[src/rtl/shift_fifo_pkg.sv]
package shift_fifo_pkg;
  // strobes from the handshake control to the stage chain
  typedef struct packed {
    logic load;       // capture dataIn into the head stage
    logic holdFirst;  // keep the head word in place while shift-in is high
    logic drop;       // empty the tail stage
  } fifoStrobeT;
endpackage

[src/rtl/shift_fifo_edge.sv]
module shift_fifo_edge #(
  parameter int STAGES = 2
) (
  input  logic clk,
  input  logic rstN,
  input  logic level,
  output logic rise,
  output logic fall
);
  logic [STAGES:0] pipe;

  always_ff @(posedge clk or negedge rstN) begin
    if (!rstN) pipe <= '0;
    else       pipe <= {pipe[STAGES-1:0], level};
  end

  assign rise = pipe[STAGES-1] & ~pipe[STAGES];
  assign fall = ~pipe[STAGES-1] & pipe[STAGES];
endmodule

[src/rtl/shift_fifo_ctrl.sv]
module shift_fifo_ctrl
  import shift_fifo_pkg::*;
#(
  parameter int SYNC_STAGES = 2
) (
  input  logic       clk,
  input  logic       rstN,
  input  logic       shiftIn,
  input  logic       shiftOut,
  input  logic       firstFull,
  input  logic       lastFull,
  output fifoStrobeT strb,
  output logic       inReady,
  output logic       outReady
);
  logic siRise, siFall, soRise, soFall;
  logic inHold, outHold;
  logic take;

  shift_fifo_edge #(.STAGES(SYNC_STAGES)) u_siEdge (
    .clk(clk), .rstN(rstN), .level(shiftIn), .rise(siRise), .fall(siFall)
  );
  shift_fifo_edge #(.STAGES(SYNC_STAGES)) u_soEdge (
    .clk(clk), .rstN(rstN), .level(shiftOut), .rise(soRise), .fall(soFall)
  );

  assign inReady  = ~firstFull;
  assign outReady = lastFull & ~outHold;
  assign take     = soRise & outReady;

  always_ff @(posedge clk or negedge rstN) begin
    if (!rstN) begin
      inHold  <= 1'b0;
      outHold <= 1'b0;
    end else begin
      if (siRise && inReady) inHold <= 1'b1;
      else if (siFall)       inHold <= 1'b0;
      if (take)                  outHold <= 1'b1;
      else if (soFall && outHold) outHold <= 1'b0;
    end
  end

  always_comb begin
    strb.load      = siRise & inReady;
    strb.holdFirst = inHold;
    strb.drop      = soFall & outHold;
  end
endmodule

[src/rtl/shift_fifo_chain.sv]
module shift_fifo_chain
  import shift_fifo_pkg::*;
#(
  parameter int DEPTH = 64,
  parameter int WIDTH = 4
) (
  input  logic             clk,
  input  logic             rstN,
  input  fifoStrobeT       strb,
  input  logic [WIDTH-1:0] dataIn,
  output logic             firstFull,
  output logic             lastFull,
  output logic [WIDTH-1:0] dataOut
);
  localparam int LAST = DEPTH - 1;

  logic             validQ [DEPTH];
  logic [WIDTH-1:0] dataQ  [DEPTH];
  logic [LAST-1:0]  moveV;

  // a full stage steps forward into an empty neighbour
  for (genvar i = 0; i < LAST; i++) begin : g_move
    if (i == 0) begin : g_head
      assign moveV[i] = validQ[i] & ~validQ[i+1] & ~strb.holdFirst;
    end else begin : g_body
      assign moveV[i] = validQ[i] & ~validQ[i+1];
    end
  end

  for (genvar i = 0; i < DEPTH; i++) begin : g_stage
    logic             fillS;
    logic             emptyS;
    logic [WIDTH-1:0] srcS;

    if (i == 0) begin : g_src0
      assign fillS = strb.load;
      assign srcS  = dataIn;
    end else begin : g_srcN
      assign fillS = moveV[i-1];
      assign srcS  = dataQ[i-1];
    end

    if (i == LAST) begin : g_sinkT
      assign emptyS = strb.drop;
    end else begin : g_sinkN
      assign emptyS = moveV[i];
    end

    always_ff @(posedge clk or negedge rstN) begin
      if (!rstN) begin
        validQ[i] <= 1'b0;
        dataQ[i]  <= '0;
      end else if (fillS) begin
        validQ[i] <= 1'b1;
        dataQ[i]  <= srcS;
      end else if (emptyS) begin
        validQ[i] <= 1'b0;
      end
    end
  end

  assign firstFull = validQ[0];
  assign lastFull  = validQ[LAST];
  assign dataOut   = dataQ[LAST];
endmodule

[src/rtl/shift_fifo.sv]
module shift_fifo
  import shift_fifo_pkg::*;
#(
  parameter int DEPTH       = 64,
  parameter int WIDTH       = 4,
  parameter int SYNC_STAGES = 2
) (
  input  logic             clk,
  input  logic             rstN,
  input  logic             shiftIn,
  input  logic [WIDTH-1:0] dataIn,
  output logic             inReady,
  input  logic             shiftOut,
  output logic             outReady,
  output logic [WIDTH-1:0] dataOut
);
  fifoStrobeT strb;
  logic       firstFull;
  logic       lastFull;

  shift_fifo_ctrl #(.SYNC_STAGES(SYNC_STAGES)) u_ctrl (
    .clk(clk), .rstN(rstN), .shiftIn(shiftIn), .shiftOut(shiftOut),
    .firstFull(firstFull), .lastFull(lastFull), .strb(strb),
    .inReady(inReady), .outReady(outReady)
  );

  shift_fifo_chain #(.DEPTH(DEPTH), .WIDTH(WIDTH)) u_chain (
    .clk(clk), .rstN(rstN), .strb(strb), .dataIn(dataIn),
    .firstFull(firstFull), .lastFull(lastFull), .dataOut(dataOut)
  );
endmodule

[config.mk]
export PLATFORM = sky130hd
export DESIGN_NAME = shift_fifo
export DESIGN_NICKNAME = d
export VERILOG_FILES = /design/src/rtl/shift_fifo_pkg.sv /design/src/rtl/shift_fifo_edge.sv /design/src/rtl/shift_fifo_ctrl.sv /design/src/rtl/shift_fifo_chain.sv /design/src/rtl/shift_fifo.sv
export SDC_FILE = /design/constraint.sdc
export NUM_CORES = 1
export LEC_CHECK = 0
export BUFFER_PORTS_ARGS = -buffer_cell sky130_fd_sc_hd__buf_2
export CAP_MARGIN = 15
export CELL_PAD_IN_SITES_DETAIL_PLACEMENT = 0
export CELL_PAD_IN_SITES_GLOBAL_PLACEMENT = 2
export CORE_MARGIN = 2
export CORE_UTILIZATION = 43
export DETAILED_ROUTE_END_ITERATION = 16
export PLACE_DENSITY_LB_ADDON = 0.2
export SLEW_MARGIN = 0
export SYNTH_ARGS = -nofsm -noshare
export SYNTH_HDL_FRONTEND = slang
export SYNTH_SLANG_ARGS = --single-unit
[constraint.sdc]
create_clock -name clk -period 1.21 [get_ports clk]
set_clock_uncertainty 0.1 [all_clocks]
set_input_delay 0 -clock clk [delete_from_list [all_inputs] [get_ports clk]]
set_output_delay 0 -clock clk [all_outputs]
set_load 0.02 [all_outputs]
==> results of run 1 <==
-- final cells by class --
type | instances | share of cell area [%]
Sequential cell | 328 | 50.9
Multi-Input combinational cell | 393 | 31.4
Timing Repair Buffer | 145 | 7.54
Clock buffer | 50 | 6.47
Tap cell | 378 | 2.93
Clock inverter | 10 | 0.682
Inverter | 1 | 0.0233
-- flip-flops by register name, indices dropped and copies added, names as in the netlist --
register and cells:
u_chain.g_stage.srcS 252, u_chain.validQ 62, u_chain.dataOut 4, u_ctrl.u_siEdge.pipe 3, u_ctrl.u_soEdge.pipe 3, u_chain.firstFull 1, u_chain.lastFull 1, u_ctrl.inHold 1
u_ctrl.outHold 1
-- routing by layer --
| metal | up-vias | global-route usage [%] |
|---|---|---|
| met5 | - | 0 |
| met4 | 0 | 5.23 |
| met3 | 33 | 2.55 |
| met2 | 54 | 24.9 |
| met1 | 3331 | 20.2 |
| li1 | 2932 | - |
-- kinds of logic after synthesis --
| group | synth area share, % |
|---|---|
| flip-flops | 68.2 |
| multiplexers | 23.9 |
| AND/OR/NAND/NOR | 3.79 |
| AO/OA/AOI/OAI | 4.07 |
| buffers and inverters | 0.0311 |
-- metrics by stage --
step                worst slack (ns)  hold WS (ns)  TNS (ns)  util, %  power (mW)
detailed placement            -0.126        -0.193     -3.27     48.3        17.9
global route                  -0.183        -0.114    -13.36     58.3        31.6
floorplan                    -0.0478        -0.396     -7.06        -        15.8
finish                        -0.128        -0.109     -4.00     58.3        30.1
global placement             -0.0633        -0.199    -0.717     48.3        17.6
CTS                           -0.157        -0.141     -4.26     56.3        29.7
-- worst max-delay path by stage --
stage | end | slack (ns) | cells past startpoint | startpoint
after detailed placement | u_chain.g_stage[1].srcS[1]$_DFFE_PN0P_ | -0.13 | 2 | u_chain.firstFull$_DFFE_PN0P_
final | outReady | -0.13 | 3 | u_chain.lastFull$_DFFE_PN0P_
after global placement | u_chain.g_stage[1].srcS[3]$_DFFE_PN0P_ | -0.06 | 2 | u_ctrl.u_siEdge.pipe[2]$_DFF_PN0_
after CTS | outReady | -0.16 | 3 | u_chain.lastFull$_DFFE_PN0P_
after global routing | outReady | -0.18 | 3 | u_chain.lastFull$_DFFE_PN0P_
after floorplan | u_chain.g_stage[4].srcS[0]$_DFFE_PN0P_ | -0.05 | 2 | u_chain.validQ[61]$_DFFE_PN0P_
-- power breakdown --
part           total, mW  leakage [nW]  switching, mW  internal [mW]
Clock               10.5         0.570           4.09           6.43
Sequential          13.4          4.47           1.11           12.2
Combinational       6.18          3.37           2.24           3.94
Total               30.1          8.41           7.44           22.6
-- timing repair --
| action | CTS | global route |
|---|---|---|
| endpoints found under the setup margin | 215 | 249 |
| gates resized for setup | 213 | 141 |
| buffers inserted | 36 | 20 |
| pin swaps | 1 | 1 |
| endpoints found under the hold margin | 334 | 23 |
-- worst register-to-register path, stage by stage, from the launching register on --
cell	delay, ns
dfrtp_1	0.43
nor3b_4	0.31
mux2_2	0.39
-- cell usage in the layout, fill, tap and decap left out --
master / n
dfrtp_1: 317
mux2_4: 240
buf_4: 102
a21o_1: 61
nor2b_4: 42
clkbuf_16: 37
buf_6: 21
nor2b_1: 19
mux2_2: 16
dfrtp_2: 11
buf_2: 10
clkbuf_8: 7
dlygate4sd3_1: 7
clkbuf_1: 6
clkinv_2: 5
buf_12: 4
nand2_1: 3
nor3b_4: 2
nand2b_4: 2
a21o_2: 2
bufinv_16: 2
clkinv_4: 2
inv_2: 1
nor2b_2: 1
nand3b_1: 1
o21ai_1: 1
nand2b_1: 1
a21oi_1: 1
o21ai_0: 1
clkinvlp_4: 1
buf_8: 1
==> reports/results.tsv, run 1 <==
metric	value	unit
status	complete, but fails checks	
violations	negative hold slack, negative setup slack	
routed-wl-met2	10.3	mm
drive_gt1_share	54.9	%
cts_tree	done	
dr.pass1.iters	4	
worstRegToRegCells	2	
ant_nets	0	
r2r-start	u_chain.validQ[62]$_DFFE_PN0P_	
drv_cap	0	
final_design_area_no_fill	16100	um2
cts_buffers	36	
crit_type	reg -> out	
drc	0	
fin_ws	-0.128	ns
syn_nets	730	
synth_edf_count	0	
r2r-end	u_chain.g_stage[2].srcS[1]$_DFFE_PN0P_	
start_util	43.5	%
viasPerCell	4.87	
syn_area	12000	um2
fin_crit	1.34	ns
io_pins	14	
dieArea	29400	um2
cp_top_family	flip-flops	
synth_area_leaders	dfrtp_1 68%, mux2_2 24%, a21o_1 3.8%, nor2b_1 3.2%, nand2b_1 0.16%	
fin_hold_ws	-0.109	ns
grt_pass1_wl	36.0	mm
htreeDepth	2	
path_clk_slew	0.06	ns
path_cells	buf_6 > nor2b_4 > buf_6	
ys_seq_elements	328	
cp-start-kind	register	
wl_per_cell	16.2	um
vias	6350	
drt-total-wl	21.1	mm
crit_path_frequent_cell	buf_6	
required	1.11	ns
critPathBufInv	2	
top_layer_used	met4	
synth_top_area_share	68.2	%
synth_async_sr_flop_share	100	%
cp-end-kind	output pin	
clock_latency	0.50	ns
cts_buffer_depth	3	
ir_worst_vdd	0.00154	V
track_usage	15.1	%
hpwl	12.9	mm
finalCritPeriodShare	111	%
cp_max_fo	2	
synth_cells	722	
diodes	0	
yosysWarnings	0	
yosysTopAreaCell	dfrtp_1	
rsz0062_at_grt	true	
wl_met1	9.85	mm
fmax	747	MHz
dpl-instance-area	13400	um2
place.gp.congestion	0.711	
multi_input_area	5070	um2
p_leak	8.41	nW
num_rows	61	
syn_area_per_cell	16.7	um2
yosysMostFrequentCell	dfrtp_1	
cts_root_buffer	clkbuf_16	
synthToLayoutAreaGrowth	34.0	%
cts-hold-fix-buffers	7	
gr-total-overflow	0	
synth_ff_type	dfrtp_1	
nets	913	
grt_pass1_vias	7187	
grt_max_degree	62	
powerDensity	1860	nW/um2
arrival	1.24	ns
fin_cells	1305	
ys_types	13	
worst_slew_pin_slew	0.332	ns
initialDrtViolationCount	205	
wl_met3	560	um
yosys-top-cells-count	328 x dfrtp_1, 256 x mux2_2, 62 x nor2b_1	
hold_path_class	in -> async	
slowest_delay	0.38	ns
slew_viol_final	0	
finalHoldViolCount	23	
antenna_found_initial	0	
ff2ff_setup_slack	-0.13	ns
die_y	171	um
setup_viol	143	
design.core.area	27700	um2
port_buffers	13	
cts_sinks	328	
seqCellArea	8220	um2
fillers	2134	
max-slew-margin-rel	77.9	%
yosysSeqAreaShare	68.2	%
placed_cells	1210	
cp_slowest_cell	dfrtp_1	
fp.dieW	171	um
Note: power is estimated with default switching activity, not from simulation.
==> inputs of run 2 (changes only) <==
Settings changed: HOLD_SLACK_MARGIN from default to 0.15.
==> run 2 against run 1 <==
  * The flow still finishes with violations (negative hold slack, negative setup slack)
  * Sequential share of layout area is 0.10 points lower
  * First-iteration DRC count is 3.9% higher
  * Non-clock buffer count up 4
  * Global-route usage is essentially flat
  * Utilization rose by 0.12 points
  * Design area up 0.20%
  * Register-to-register slack about the same
  * Largest cell class unchanged
  * Largest power group unchanged
==> reports/results.tsv, run 2 (synthesized netlist as in run 1, its figures left out) <==
metric	value	unit
status	complete, but fails checks	
violations	negative hold slack, negative setup slack	
antenna_found_initial	0	
finalHoldViolCount	23	
synthToLayoutAreaGrowth	34.3	%
grt_max_degree	62	
cts_buffers	36	
cp-end-kind	output pin	
num_rows	61	
largest_register_ffs	252	
nets	917	
slew_viol_final	0	
cts-hold-fix-buffers	11	
fin_ws	-0.128	ns
worst_slew_pin_slew	0.330	ns
place.gp.congestion	0.711	
port_buffers	13	
hpwl	12.9	mm
start_util	43.5	%
drive_gt1_share	54.6	%
initialDrtViolationCount	213	
cts_buffer_depth	3	
viasPerCell	4.88	
cts_sinks	328	
path_clk_slew	0.06	ns
fin_hold_ws	-0.110	ns
cp-start-kind	register	
fp.dieW	171	um
fmax	747	MHz
diodes	0	
cp_max_fo	2	
dr.pass1.iters	4	
die_y	171	um
io_pins	14	
final_common_cell	dfrtp_1	
htreeDepth	2	
ir_worst_vdd	0.00154	V
design.core.area	27700	um2
dpl-instance-area	13400	um2
crit_type	reg -> out	
required	1.11	ns
wl_per_cell	16.2	um
rsz0062_at_grt	true	
drc	0	
finalCritPeriodShare	111	%
hold_path_class	in -> async	
max-slew-margin-rel	78.0	%
setup-tns-final	-4.02	ns
drv_cap	0	
gr-total-overflow	0	
final_design_area_no_fill	16200	um2
powerDensity	1860	nW/um2
vias	6388	
fin_crit	1.34	ns
cts_tree	done	
grt_pass1_wl	36.1	mm
final_cell_mix	317 x dfrtp_1, 240 x mux2_4, 102 x buf_4, 61 x a21o_1, 42 x nor2b_4	
dieArea	29400	um2
clock_latency	0.50	ns
cts_root_buffer	clkbuf_16	
arrival	1.24	ns
grt_pass1_vias	7213	
ant_nets	0	
p_leak	8.42	nW
setup_viol	142	
track_usage	15.1	%
drt-total-wl	21.2	mm
[run 2: cell types whose count changed in the layout (fill, tap and decap cells not counted), sizes merged]
cell and delta:
dlygate4sd3 +4
[run 2: report_power, final]
| group | switching [mW] | internal [mW] |
|---|---|---|
| combinational | 2.23 | 3.93 |
| clock | 4.09 | 6.43 |
| sequential | 1.11 | 12.2 |
[run 2: path summary, 6_finish.rpt]
| kind | start | end | slack (ns) | cells past startpoint |
|---|---|---|---|---|
| hold / removal | rstN | u_chain.g_stage[11].srcS[1]$_DFFE_PN0P_ | -0.11 | 2 |
| min in group clk | dataIn[0] | u_chain.g_stage[1].srcS[0]$_DFFE_PN0P_ | 0.20 | 3 |
| max in group asynchronous | rstN | u_chain.validQ[6]$_DFFE_PN0P_ | 0.45 | 3 |
| setup reg to reg | u_chain.validQ[62]$_DFFE_PN0P_ | u_chain.g_stage[2].srcS[1]$_DFFE_PN0P_ | -0.13 | 2 |
| setup / recovery | u_chain.lastFull$_DFFE_PN0P_ | outReady | -0.13 | 3 |
| hold reg to reg | u_ctrl.u_siEdge.pipe[0]$_DFF_PN0_ | u_ctrl.u_siEdge.pipe[1]$_DFF_PN0_ | 0.25 | 0 |
[run 2: critical path, cell delays in order (launching register included)]
cell,delay [ns]
dfrtp_1,0.38
buf_6,0.12
nor2b_4,0.11
buf_6,0.13
[run 2: area by class of cell]
type	instances	area (um2)
fill	2130	11500
sequential	328	8220
multi-input combinational	393	5060
timing repair buffer	149	1260
clock buffer	50	1040
tap	378	473
clock inverter	10	110
inverter	1	3.75
[run 2: repair_timing]
| item | 4_1_cts | 5_1_grt |
|---|---|---|
| resized for setup | 213 | 139 |
| pin swaps | 1 | 1 |
| setup endpoints to repair | 215 | 249 |
| hold endpoints to repair | 334 | 23 |
| buffers inserted | 36 | 20 |
[run 2: per-layer routing]
metal | wire, um | up-vias | global-route usage, %
met3 | 546 | 33 | 2.55
met2 | 10400 | 51 | 25.0
met4 | 402 | 0 | 5.23
met5 | 0 | - | 0
li1 | - | 2941 | -
met1 | 9860 | 3363 | 20.3
[run 2: metrics by stage]
step           utilization, %  setup slack, ns  instances  power [mW]
3_3_place_gp             48.3          -0.0633       1210        17.6
5_1_grt                  58.4           -0.183       1309        31.6
4_1_cts                  56.4           -0.157       1305        29.7
2_1_floorplan               -          -0.0478        722        15.8
6_report                 58.4           -0.128       1309        30.0
3_5_place_dp             48.3           -0.126       1210        17.9
==> inputs of run 3 (changes only) <==
Settings changed: ABC_AREA from default to 1, CORE_UTILIZATION 43 to 37.
==> run 3 against run 2 <==
  * The run still ends with negative hold slack, negative setup slack left
  * Final cell count increased by 42%
  * Sequential share of layout area is 4.9 points higher
  * Worst hold slack got worse by 0.069 ns
  * Synthesized cell count rose by 80%
  * Setup slack better by 0.077 ns
  * Area after synthesis rose by 3.4%
  * Critical endpoint unchanged
  * Highest routed layer unchanged
==> reports/results.tsv, run 3 <==
metric	value	unit
wl_met1	11.1	mm
synth_compound_area_share	2.57	%
hpwl	14.8	mm
cts_buffer_depth	3	
wl_per_cell	12.0	um
vias	8657	
cp_max_fo	2	
die_y	187	um
yosysSeqAreaShare	65.9	%
track_usage	13.5	%
synth_async_sr_flop_share	100	%
crit_type	reg -> out	
setup_viol	1	
top_layer_used	met4	
fin_hold_ws	-0.180	ns
port_buffers	13	
synth_cells	1303	
antenna_found_initial	0	
drc	0	
syn_nets	1311	
syn_area_per_cell	9.56	um2
setup-tns-final	-0.0510	ns
synthAdderAreaFrac	0	%
path_clk_slew	0.06	ns
final_design_area_no_fill	14700	um2
dpl-instance-area	13300	um2
syn_area	12500	um2
cts_buffers	38	
ys_types	13	
routed-wl-met2	10.1	mm
htreeDepth	2	
grt_max_degree	77	
worst_slew_pin_slew	0.404	ns
violations	negative hold slack, negative setup slack	
ir_worst_vdd	0.00110	V
fp.dieW	187	um
viasPerCell	4.66	
p_leak	7.77	nW
finalCritPeriodShare	104	%
cp-end-kind	output pin	
fmax	793	MHz
initialDrtViolationCount	438	
placed_cells	1776	
status	complete, but fails checks	
synth_edf_count	0	
required	1.11	ns
grt_pass1_vias	8992	
ys_seq_elements	328	
final_util	44.1	%
drive_gt1_share	15.6	%
cts-hold-fix-buffers	9	
design.core.area	33400	um2
synth_ff_type	dfrtp_1	
cts_tree	done	
ant_nets	0	
io_pins	14	
yosys.area_share.simple	29.4	%
finalHoldViolCount	9	
synth_area_leaders	dfrtp_1 66%, nand2_1 16%, nand3_1 10%, nand2_2 3.1%, o21ai_1 2.5%	
synth_top_family_by_area	simple AND/OR/NAND/NOR gates	
max-slew-margin-rel	73.1	%
dieArea	35100	um2
crit_path_start	u_ctrl.outHold$_DFFE_PN0P_	
nets	1390	
clock_latency	0.51	ns
pre_cts_ws	0.145	ns
drt-total-wl	22.4	mm
synthXorXnorAreaFrac	0	%
final_common_cell	nand2_1	
fin_ws	-0.0510	ns
rsz0062_at_grt	true	
drv_cap	0	
yosysWarnings	0	
dr.pass1.iters	5	
yosys-top-cells-count	521 x nand2_1, 328 x dfrtp_1, 249 x nand3_1	
fin_crit	1.26	ns
hold_path_class	in -> async	
final_cell_mix	519 x nand2_1, 327 x dfrtp_1, 249 x nand3_1, 64 x inv_2	
yosysMostFrequentCell	nand2_1	
start_util	37.3	%
largest_register_ffs	252	
synth_top_area_share	65.9	%
grt_pass1_wl	41.1	mm
wl_met3	628	um
powerDensity	1940	nW/um2
worstRegToRegCells	4	
yosysTopAreaCell	dfrtp_1	
cts_root_buffer	clkbuf_16	
cp-start-kind	register	
synth_mux_area_share	0	%
fin_cells	1858	
r2r-start	u_chain.validQ[62]$_DFFE_PN0P_	
cts_sinks	328	
slew_viol_final	0	
synthToLayoutAreaGrowth	18.2	%
arrival	1.16	ns
diodes	0	
num_rows	67	
place.gp.congestion	0.696	
gr-total-overflow	0	
run 3: changes by cell type after synthesis, moves of 2 or more:
cell / before / now
nand2_1: 3 / 521
mux2_2: 256 / 0
nand3_1: 0 / 249
inv_2: 0 / 63
o21ai_1: 0 / 63
nor2b_1: 62 / 0
a21o_1: 61 / 0
nand2_2: 0 / 61
nand4_1: 0 / 8
inv_1: 1 / 5
nand2b_1: 3 / 0
a21o_2: 2 / 0
run 3: layout make-up:
class	instances	area, um2
flip-flops and latches	328	8210
clock inverters	6	55.1
fillers	3368	18600
repair buffers	39	418
inverters	69	262
well taps	448	561
multi-input cells	906	3990
clock buffers	62	1220
run 3: cell families after synthesis:
group	after synthesis
compound gates	64
simple gates	842
flops	328
buf+inv	69
run 3: stage by stage:
stage	total power, mW	hold WS, ns
floorplan	16.1	-0.396
global placement	17.3	-0.258
detailed placement	17.4	-0.258
CTS	29.1	-0.203
global route	30.3	-0.187
finish	28.6	-0.180
run 3: worst paths after layout:
path                                                     endpoint  slack [ns]
max                                                      outReady       -0.05
min                                u_chain.validQ[30]$_DFFE_PN0P_       -0.18
max reg2reg                u_chain.g_stage[2].srcS[0]$_DFFE_PN0P_        0.16
min reg2reg                     u_ctrl.u_soEdge.pipe[1]$_DFF_PN0_        0.25
max in group asynchronous           u_chain.firstFull$_DFFE_PN0P_        0.54
min in group clk           u_chain.g_stage[1].srcS[2]$_DFFE_PN0P_        0.19
run 3: critical path: stages (launching register included):
cell and delay (ns):
dfrtp_1 0.38, inv_1 0.07, nand2_2 0.05, inv_2 0.05, buf_6 0.10
run 3: where the power goes:
group / switching (mW) / leakage [nW] / internal, mW
clock network: 4.31 / 0.636 / 7.11
registers: 1.38 / 4.52 / 12.2
logic: 2.49 / 2.62 / 1.14
total: 8.18 / 7.77 / 20.4
run 3: what timing repair did:
item,4_1_cts,5_1_grt
endpoints found under the setup margin,2,3
gates resized for setup,5,3
setup buffers,3,2
gates cloned,0,0
hold endpoints to repair,334,82
run 3: routing by layer:
metal / GRT usage, % / vias to the layer above
met3: 2.44 / 40
met5: 0 / -
li1: - / 4415
met4: 4.36 / 0
met1: 18.5 / 4132
met2: 21.9 / 70
